$ cat config.mk
export PLATFORM = sky130hd
export DESIGN_NAME = sel_arith_unit
export DESIGN_NICKNAME = d
export VERILOG_FILES = /design/src/rtl/sau_pkg.sv /design/src/rtl/sau_fa.sv /design/src/rtl/sau_cla4.sv /design/src/rtl/sau_adder.sv /design/src/rtl/sau_mult.sv /design/src/rtl/sau_cmp.sv /design/src/rtl/sau_ctrl.sv /design/src/rtl/sau_datapath.sv /design/src/rtl/sel_arith_unit.sv
export SDC_FILE = /design/constraint.sdc
export NUM_CORES = 1
export LEC_CHECK = 0
export CAP_MARGIN = 20
export CORE_ASPECT_RATIO = 1.25
export CORE_MARGIN = 1.5
export CORE_UTILIZATION = 30
export DETAILED_ROUTE_END_ITERATION = 8
export MAX_ROUTING_LAYER = met4
export PLACE_DENSITY_LB_ADDON = 0.1
export SYNTH_ARGS = -nofsm -noshare
export SYNTH_HDL_FRONTEND = slang
export SYNTH_SLANG_ARGS = --single-unit
export TNS_END_PERCENT = 5
$ cat constraint.sdc
create_clock -name vclk -period 14
set_clock_uncertainty 0.2 [all_clocks]
set_input_delay 2.8 -clock vclk [all_inputs]
set_output_delay 2.8 -clock vclk [all_outputs]
set_load 0.03 [all_outputs]
$ cat src/rtl/sau_pkg.sv
package sau_pkg;
  typedef enum logic [1:0] {
    OP_ADD  = 2'b00,
    OP_MUL  = 2'b01,
    OP_CMP  = 2'b10,
    OP_NONE = 2'b11
  } opCode_e;

  typedef struct packed {
    logic addEn;
    logic mulEn;
    logic cmpEn;
  } pathStrobes_t;
endpackage

$ cat src/rtl/sau_fa.sv
module sau_fa (
  input  logic x,
  input  logic y,
  input  logic ci,
  output logic s,
  output logic co
);
  assign s  = x ^ y ^ ci;
  assign co = (x & y) | (x & ci) | (y & ci);
endmodule

$ cat src/rtl/sau_cla4.sv
module sau_cla4 (
  input  logic [3:0] x,
  input  logic [3:0] y,
  input  logic       ci,
  output logic [3:0] s,
  output logic       co
);
  logic [3:0] prop;
  logic [3:0] gen;
  logic [4:0] carry;

  assign prop = x ^ y;
  assign gen  = x & y;

  // Each carry is a flat sum of products over g, p and ci (no ripple).
  always_comb begin
    logic term;
    logic acc;
    carry[0] = ci;
    for (int k = 1; k <= 4; k++) begin
      acc = 1'b0;
      for (int j = 0; j < k; j++) begin
        term = gen[j];
        for (int m = j + 1; m < k; m++) term = term & prop[m];
        acc = acc | term;
      end
      term = ci;
      for (int m = 0; m < k; m++) term = term & prop[m];
      carry[k] = acc | term;
    end
  end

  assign s  = prop ^ carry[3:0];
  assign co = carry[4];
endmodule

$ cat src/rtl/sau_adder.sv
module sau_adder #(
  parameter int WIDTH = 8
) (
  input  logic [WIDTH-1:0] a,
  input  logic [WIDTH-1:0] b,
  output logic [WIDTH:0]   sum
);
  localparam int NIBBLES = WIDTH / 4;

  logic [NIBBLES:0] chain;
  assign chain[0] = 1'b0;

  for (genvar n = 0; n < NIBBLES; n++) begin : g_stage
    sau_cla4 stage_i (
      .x (a[4*n +: 4]),
      .y (b[4*n +: 4]),
      .ci(chain[n]),
      .s (sum[4*n +: 4]),
      .co(chain[n+1])
    );
  end
  assign sum[WIDTH] = chain[NIBBLES];

  always_comb begin

    if (a == '0) add_identity_chk: assert (sum == {1'b0, b});
  end
endmodule

$ cat src/rtl/sau_mult.sv
module sau_mult #(
  parameter int WIDTH = 8
) (
  input  logic [WIDTH-1:0]   a,
  input  logic [WIDTH-1:0]   b,
  output logic [2*WIDTH-1:0] prod
);
  localparam int ROWW = WIDTH - 1;

  logic [WIDTH-1:0][ROWW-1:0] sRow;
  logic [WIDTH-1:0][ROWW-1:0] cRow;
  logic [ROWW:0]              ripple;

  // first row: AND gates only
  assign prod[0] = a[0] & b[0];
  for (genvar j = 0; j < ROWW; j++) begin : g_top
    assign sRow[0][j] = a[0] & b[j+1];
    assign cRow[0][j] = 1'b0;
  end

  // middle rows: carry-save accumulation
  for (genvar i = 1; i < WIDTH; i++) begin : g_row
    assign sRow[i][ROWW-1] = a[i] & b[WIDTH-1];
    for (genvar j = 0; j < ROWW; j++) begin : g_cell
      logic sumBit;
      sau_fa fa_i (
        .x (sRow[i-1][j]),
        .y (cRow[i-1][j]),
        .ci(a[i] & b[j]),
        .s (sumBit),
        .co(cRow[i][j])
      );
      if (j == 0) begin : g_lsb
        assign prod[i] = sumBit;
      end else begin : g_mid
        assign sRow[i][j-1] = sumBit;
      end
    end
  end

  // last row: ripple carry for the upper half
  assign ripple[0] = 1'b0;
  for (genvar j = 0; j < ROWW; j++) begin : g_last
    sau_fa fa_i (
      .x (sRow[WIDTH-1][j]),
      .y (cRow[WIDTH-1][j]),
      .ci(ripple[j]),
      .s (prod[WIDTH+j]),
      .co(ripple[j+1])
    );
  end
  assign prod[2*WIDTH-1] = ripple[ROWW];

  always_comb begin

    if ((a == '0) || (b == '0)) mul_zero_chk: assert (prod == '0);
  end
endmodule

$ cat src/rtl/sau_cmp.sv
module sau_cmp #(
  parameter int WIDTH = 8
) (
  input  logic [WIDTH-1:0] a,
  input  logic [WIDTH-1:0] b,
  output logic             gt,
  output logic             eq,
  output logic             lt
);
  always_comb begin
    logic same;
    same = 1'b1;
    gt   = 1'b0;
    lt   = 1'b0;
    for (int i = WIDTH - 1; i >= 0; i--) begin
      gt   = gt | (same & a[i] & ~b[i]);
      lt   = lt | (same & ~a[i] & b[i]);
      same = same & ~(a[i] ^ b[i]);
    end
    eq = same;
  end

  always_comb begin

    cmp_one_flag_chk: assert ($countones({gt, eq, lt}) == 1);

    if (a == b) cmp_equal_chk: assert (eq);
  end
endmodule

$ cat src/rtl/sau_ctrl.sv
module sau_ctrl
  import sau_pkg::*;
(
  input  logic [1:0]   opSel,
  output pathStrobes_t strobes
);
  always_comb begin
    strobes = '0;
    case (opSel)
      OP_ADD:  strobes.addEn = 1'b1;
      OP_MUL:  strobes.mulEn = 1'b1;
      OP_CMP:  strobes.cmpEn = 1'b1;
      default: strobes = '0;
    endcase
  end

  always_comb begin

    strobe_onehot_chk: assert ($onehot0(strobes));

    if (opSel == OP_NONE) strobe_idle_chk: assert (strobes == '0);
  end
endmodule

$ cat src/rtl/sau_datapath.sv
module sau_datapath
  import sau_pkg::*;
#(
  parameter int WIDTH = 8
) (
  input  logic [WIDTH-1:0]   opA,
  input  logic [WIDTH-1:0]   opB,
  input  pathStrobes_t       strobes,
  output logic [2*WIDTH-1:0] result
);
  localparam int RW = 2 * WIDTH;

  logic [WIDTH:0]  sumW;
  logic [RW-1:0]   prodW;
  logic            isGt, isEq, isLt;
  logic [RW-1:0]   addExt, cmpExt;

  sau_adder #(.WIDTH(WIDTH)) adder_i (.a(opA), .b(opB), .sum(sumW));
  sau_mult  #(.WIDTH(WIDTH)) mult_i  (.a(opA), .b(opB), .prod(prodW));
  sau_cmp   #(.WIDTH(WIDTH)) cmp_i   (.a(opA), .b(opB), .gt(isGt), .eq(isEq), .lt(isLt));

  assign addExt = {{(RW-WIDTH-1){1'b0}}, sumW};
  assign cmpExt = {{(RW-3){1'b0}}, isLt, isEq, isGt};

  assign result = ({RW{strobes.addEn}} & addExt)
                | ({RW{strobes.mulEn}} & prodW)
                | ({RW{strobes.cmpEn}} & cmpExt);

  always_comb begin

    if (strobes.addEn) add_upper_zero_chk: assert (result[RW-1:WIDTH+1] == '0);

    if (strobes.cmpEn) cmp_format_chk: assert ((result[RW-1:3] == '0) && ($countones(result[2:0]) == 1));

    if (strobes == '0) idle_zero_chk: assert (result == '0);
  end
endmodule

$ cat src/rtl/sel_arith_unit.sv
module sel_arith_unit
  import sau_pkg::*;
#(
  parameter int WIDTH = 8
) (
  input  logic [WIDTH-1:0]   opA,
  input  logic [WIDTH-1:0]   opB,
  input  logic [1:0]         opSel,
  output logic [2*WIDTH-1:0] result
);
  pathStrobes_t strobes;

  sau_ctrl ctrl_i (.opSel(opSel), .strobes(strobes));

  sau_datapath #(.WIDTH(WIDTH)) dp_i (
    .opA    (opA),
    .opB    (opB),
    .strobes(strobes),
    .result (result)
  );
endmodule

=== Yosys cells after proc, flatten, opt, wreduce, memory -nomap -nowiden ===
Index checks and enable logic that the tools add are counted.

* Eq/ne operators: 2
* Multiplexer cells: 3
* Bitwise logic cells: 542
* Reductions and logical operators: 1

{| class="wikitable"
|+ Operators with widths
! cell !! number
|-
| $and 1x1->1 || 269
|-
| $or 1x1->1 || 126
|-
| $xor 1x1->1 || 112
|-
| $or 16x16->16 || 2
|-
| $not 1->1 || 24
|-
| $and 16x16->16 || 1
|-
| $and 16x3->16 || 1
|-
| $and 16x9->16 || 1
|-
| $xor 4x4->4 || 4
|-
| $and 4x4->4 || 2
|-
| $mux 1 || 3
|-
| $eq 2x1->1 const B || 1
|-
| $eq 2x2->1 const B || 1
|-
| $logic_not 2->1 || 1
|}

* Flip-flop bits (word level): 0

=== Longest topological paths before layout ===
Gate-level depths: netlist of run 1.

* Depth after elaboration: 42
* Depth in mapped cells: 23
* Depth with buffers taken out: 22

=== By module ===
A second synthesis of run 1 with hierarchy kept.

* Cells, all modules: 225
* Area total of the unflattened synthesis: 2,392.3 um^2

{| class="wikitable"
|+ Modules (own cells, without submodules)
! module !! times used !! cells an instance !! area each (um^2) !! sequential area each (um^2)
|-
| sau_fa || 56 || 1 || 20.0 || 0.0
|-
| sau_mult || 1 || 73 || 464.2 || 0.0
|-
| sau_cmp || 1 || 40 || 327.8 || 0.0
|-
| sau_cla4 || 2 || 15 || 143.9 || 0.0
|-
| sau_datapath || 1 || 21 || 161.4 || 0.0
|-
| sau_ctrl || 1 || 3 || 18.8 || 0.0
|-
| sau_adder || 1 || 2 || 11.3 || 0.0
|}

=== Least setup slack after synthesis of run 1 ===
No wires, ideal clock.

* Kind: input port to output port
* Start: in opB[5]
* End: out result[14]
* Data arrival time: 9.331 ns
* Path slack: 1.669 ns
* Stages: 23
* Path buffers: 1
* Path through: clkbuf_1 -> and2_1 -> ha_1 -> inv_1 -> fa_1 -> inv_1 -> fa_1 -> inv_1 -> fa_1 -> inv_1 -> fa_1 -> fa_1 -> inv_1 -> fa_1 -> inv_1 -> ha_1 -> fa_1 -> fa_1 -> fa_1 -> fa_1 -> fa_1 -> fa_1 -> and2_1

* Cells in the longest elaborated chain, start to end: 37
* Elaborated cells on any way between the ends: 242
* Classes of those cells: bitwise (242)

{| class="wikitable"
|+ RTL lines
! what !! line !! source
|-
| start, declared || sel_arith_unit.sv:7 || <nowiki>input logic [WIDTH-1:0] opB,</nowiki>
|-
| $and 1x1->1 || sau_mult.sv:17 || <nowiki>assign sRow[0][j] = a[0] & b[j+1];</nowiki>
|-
| $xor 1x1->1 || sau_fa.sv:8 || <nowiki>assign s = x ^ y ^ ci;</nowiki>
|-
| $and 1x1->1 or $xor 1x1->1 (tied branches) || sau_fa.sv:9, sau_fa.sv:8 ||
|-
| $or 1x1->1 or $xor 1x1->1 (tied branches) || sau_fa.sv:9, sau_fa.sv:8 ||
|-
| $or 1x1->1 (tied with other cells) || sau_fa.sv:9 || <nowiki>assign co = (x & y) | (x & ci) | (y & ci);</nowiki>
|-
| $and 1x1->1 (tied with other cells) || sau_fa.sv:9 ||
|-
| $or 1x1->1 (tied with other cells) (2 in a row) || sau_fa.sv:9 ||
|-
| $and 1x1->1 (tied with other cells) || sau_fa.sv:9 ||
|-
| [19 not listed] || n/a ||
|-
| $or 1x1->1 (2 in a row) || sau_fa.sv:9 ||
|-
| $and 1x1->1 || sau_fa.sv:9 ||
|-
| $or 1x1->1 || sau_fa.sv:9 ||
|-
| $or 1x1->1 * || sau_fa.sv:9 ||
|-
| $xor 1x1->1 * || sau_fa.sv:8 ||
|-
| $and 16x16->16 * || sau_datapath.sv:26 || <nowiki>| ({RW{strobes.mulEn}} & prodW)</nowiki>
|-
| $or 16x16->16 * || sau_datapath.sv:26 ||
|-
| $or 16x16->16 * || sau_datapath.sv:27 || <nowiki>| ({RW{strobes.cmpEn}} & cmpExt);</nowiki>
|-
| end, declared || sel_arith_unit.sv:9 || <nowiki>output logic [2*WIDTH-1:0] result</nowiki>
|}

Mark *: on every way between the ends. The rest lies on a longest branch, timed or not.

=== Final worst setup path of run 1 ===
* Start: in opA[1]
* End: out result[14]

* Cells in the longest elaborated chain, start to end: 40
* Elaborated cells on any way between the ends: 329
* Classes of those cells: bitwise (329)

{| class="wikitable"
|+ RTL lines
! what !! line !! source
|-
| start, declared || sel_arith_unit.sv:6 || <nowiki>input logic [WIDTH-1:0] opA,</nowiki>
|-
| $and 1x1->1 || sau_mult.sv:29 || <nowiki>.ci(a[i] & b[j]),</nowiki>
|-
| $xor 1x1->1 or $and 1x1->1 (tied branches) || sau_fa.sv:8, sau_fa.sv:9 ||
|-
| $and 1x1->1 || sau_fa.sv:9 ||
|-
| $or 1x1->1 (2 in a row) || sau_fa.sv:9 ||
|-
| $and 1x1->1 || sau_fa.sv:9 ||
|-
| $or 1x1->1 (2 in a row) || sau_fa.sv:9 ||
|-
| $and 1x1->1 || sau_fa.sv:9 ||
|-
| $or 1x1->1 (2 in a row) || sau_fa.sv:9 ||
|-
| [19 not listed] || n/a ||
|-
| $and 1x1->1 || sau_fa.sv:9 ||
|-
| $or 1x1->1 (2 in a row) || sau_fa.sv:9 ||
|-
| $and 1x1->1 || sau_fa.sv:9 ||
|-
| $or 1x1->1 (2 in a row) || sau_fa.sv:9 ||
|-
| $xor 1x1->1 * || sau_fa.sv:8 ||
|-
| $and 16x16->16 * || sau_datapath.sv:26 ||
|-
| $or 16x16->16 * || sau_datapath.sv:26 ||
|-
| $or 16x16->16 * || sau_datapath.sv:27 ||
|}

Marked as above.

==> results of run 1 <==
[layer usage]
metal | vias up | GRT usage, % | share of wire, %
met2 | 17 | 30.26 | 54
li1 | 881 | - | -
met1 | 904 | 20.75 | 44
met3 | 2 | 0.4545 | 1.6
met5 | - | - | 0
met4 | 0 | 1.061 | 0.75
[cells in the final DEF, fill, tap and decap left out, types with 4 or more instances in the layout]
master / n
buf_4: 10
ha_1: 20
a21oi_1: 6
nor3_1: 4
nand2_1: 33
nor2b_1: 5
nor2_1: 9
and2_1: 30
inv_1: 62
clkdlybuf4s50_1: 34
and2_2: 4
fa_1: 50
[report_power, final]
| part | switching (mW) | internal, mW | total [mW] |
|---|---|---|---|
| logic | 0.140 | 0.108 | 0.248 |
| clock network | 0 | 0 | 0 |
| registers | 0 | 0 | 0 |
[Yosys cell counts, drive strengths merged]
master	number
o211ai	1
nand3	1
mux2	1
a211oi	1
o32ai	1
nand4	1
nor4b	2
a221oi	1
o21ai	4
and3b	1
nand3b	1
xnor2	3
xor2	2
buf	5
o2bb2ai	1
a21oi	6
a31oi	1
nor2b	5
a311o	1
inv	63
o31ai	3
mux2i	2
ha	20
fa	50
nor3b	1
o21a	1
or3b	1
nor4bb	1
and2	34
nor3	4
nand2b	1
a31o	1
nand2	33
a2bb2oi	1
clkbuf	3
nor2	9
[stage by stage]
step	power, mW	area [um^2]
2_1_floorplan	0.1672	2271
3_3_place_gp	0.2558	2753
3_5_place_dp	0.2522	2753
4_1_cts	0.2553	2753
5_1_grt	0.2879	2753
6_report	0.2481	2753
[worst max-delay path, stage by stage]
cell,delay [ps]
clkdlybuf4s50_1,530
buf_4,210
and2_1,140
ha_1,130
inv_1,50
fa_1,490
inv_1,50
fa_1,520
inv_1,50
fa_1,400
inv_1,80
fa_1,440
fa_1,550
inv_1,60
fa_1,520
inv_1,40
ha_1,200
fa_1,380
fa_1,390
fa_1,390
fa_1,390
fa_1,390
fa_1,490
and2_1,110
clkdlybuf4s50_1,660
[final cells by class]
class                           count  share of cell area, %
Tap cell                           92                  4.182
Inverter                           63                  8.591
Multi-Input combinational cell    196                  72.14
Timing Repair Buffer               44                  15.09
[worst max-delay path by stage]
| stage | start | end | slack [ps] | cells past startpoint |
|---|---|---|---|---|
| 6_report | opA[1] | result[14] | 540 | 25 |
| 5_1_grt | opB[6] | result[14] | 190 | 24 |
| 4_1_cts | opB[6] | result[14] | 460 | 24 |
| 3_5_place_dp | opB[6] | result[14] | 450 | 24 |
| 3_3_place_gp | opA[1] | result[14] | 440 | 25 |
| 2_1_floorplan | opB[5] | result[14] | 1670 | 23 |
[cell families after synthesis]
family          Yosys count  synth area share, %
compound gates           23                6.833
buf+inv                  71                12.56
xor+xnor                  5                1.929
mux                       3                1.377
fa+ha+maj                70                55.10
simple gates             95                22.20
==> flow_summary_export.csv, run 1 <==
group,metric,value,unit
timing,tightest_slew,647.6,ps
drt,vias,1804,
cells_and_area,regArea,0,um^2
clock_network,cts_resized,0,
floorplan,start_util,30.87,%
flow_run,maxCapViolCount,0,
timing,timing.hold.ws,6851,ps
timing,finalSetupTns,0,ps
critical_path,arrival,10460,ps
cells_and_area,multi_input_area,1986,um^2
drt,drt_first_pass_iters,4,
placement,dp_slack,447.5,ps
floorplan,rows,35,
worst_hold_path,worstHoldPathCells,3,
clock_network,ctsHoldBuffers,0,
critical_path,path_class,"in -> out",
logic_synthesis,synthTopCellsByArea,"fa_1 44%, ha_1 11%, inv_1 10%",
drt,post_drt_wl_per_cell,14.81,um
status,outcome,"complete, no violations",
placement,io_buffers,34,
cells_and_area,diodes,0,
critical_path,start_kind,"input port",
global_route,grt-ovfl-total,0,
floorplan,die_y,100.3,um
pwr,p_per_area,90.15,nW/um^2
cells_and_area,drive_gt1_share,5.281,%
global_route,grt_max_degree,17,
cells_and_area,area_growth,21.21,%
cells_and_area,clkbuf_count,0,
logic_synthesis,synth.avg_cell_area,8.505,um^2
drt,final_antenna_net_count,0,
drt,viasPerCell,4.567,
timing,fin_crit,13460,ps
timing,fin_crit_sh,96.16,%
logic_synthesis,postSynthCellCount,267,
logic_synthesis,yosysTopAreaCell,"fa_1",
logic_synthesis,synth_top_cell_area_share,44.08,%
global_route,grt.total_usage,16.43,%
timing,finalSetupViolCount,0,
floorplan,dieArea,8104,um^2
global_route,grt_pass1_wl,9.901,mm
drt,dr.first_iter.drc_count,36,
timing,slew_viol_final,0,
logic_synthesis,ys.warnings.count,0,
logic_synthesis,syn_nets,355,
global_route,grt_pass1_vias,2014,
critical_path,end_kind,"output pin",
logic_synthesis,netlist_area,2271,um^2
worst_hold_path,hold_path.class,"in -> out",
critical_path,cp.required,11000,ps
global_route,antenna_found_initial,0,
logic_synthesis,yosysSeqAreaShare,0,%
worst_hold_path,whs_endpoint,"result[5]",
timing,finalHoldViolations,0,
placement,place.gp.congestion,0.7827,
timing,worst_slack,537.2,ps
clock_network,cts_setup_buffers,0,
pwr,irDropWorstVdd,55.66,uV
cells_and_area,utilization,37.42,%
floorplan,die_w,80.82,um
timing,rsz0062_at_grt,"no",
logic_synthesis,yosysUniqueCellTypes,40,
drt,drt_wl_total,5.850,mm
cells_and_area,layout.nets,393,
placement,dp_cells,395,
timing,relSlewSlack,56.69,%
drt,remaining_drc_errors,0,
timing,clock.fmax,74.28,MHz
critical_path,worstPathMaxFanout,10,
pwr,leakage,1.292,nW
cells_and_area,n_fill_cell,796,
placement,hpwl,4.974,mm
cells_and_area,stdcell_count,395,
worst_hold_path,min_from,"opSel[1]",
floorplan,core_area,7357,um^2
cells_and_area,sequential_cell_total,0,
floorplan,pin_count,34,
Power figures use the tool's default switching activity.
==> inputs of run 2 (changes only) <==
Settings changed: CAP_MARGIN 20 to not set.
==> results of run 2 <==
The final DEF is identical to that of run 1; final timing and power are the same.
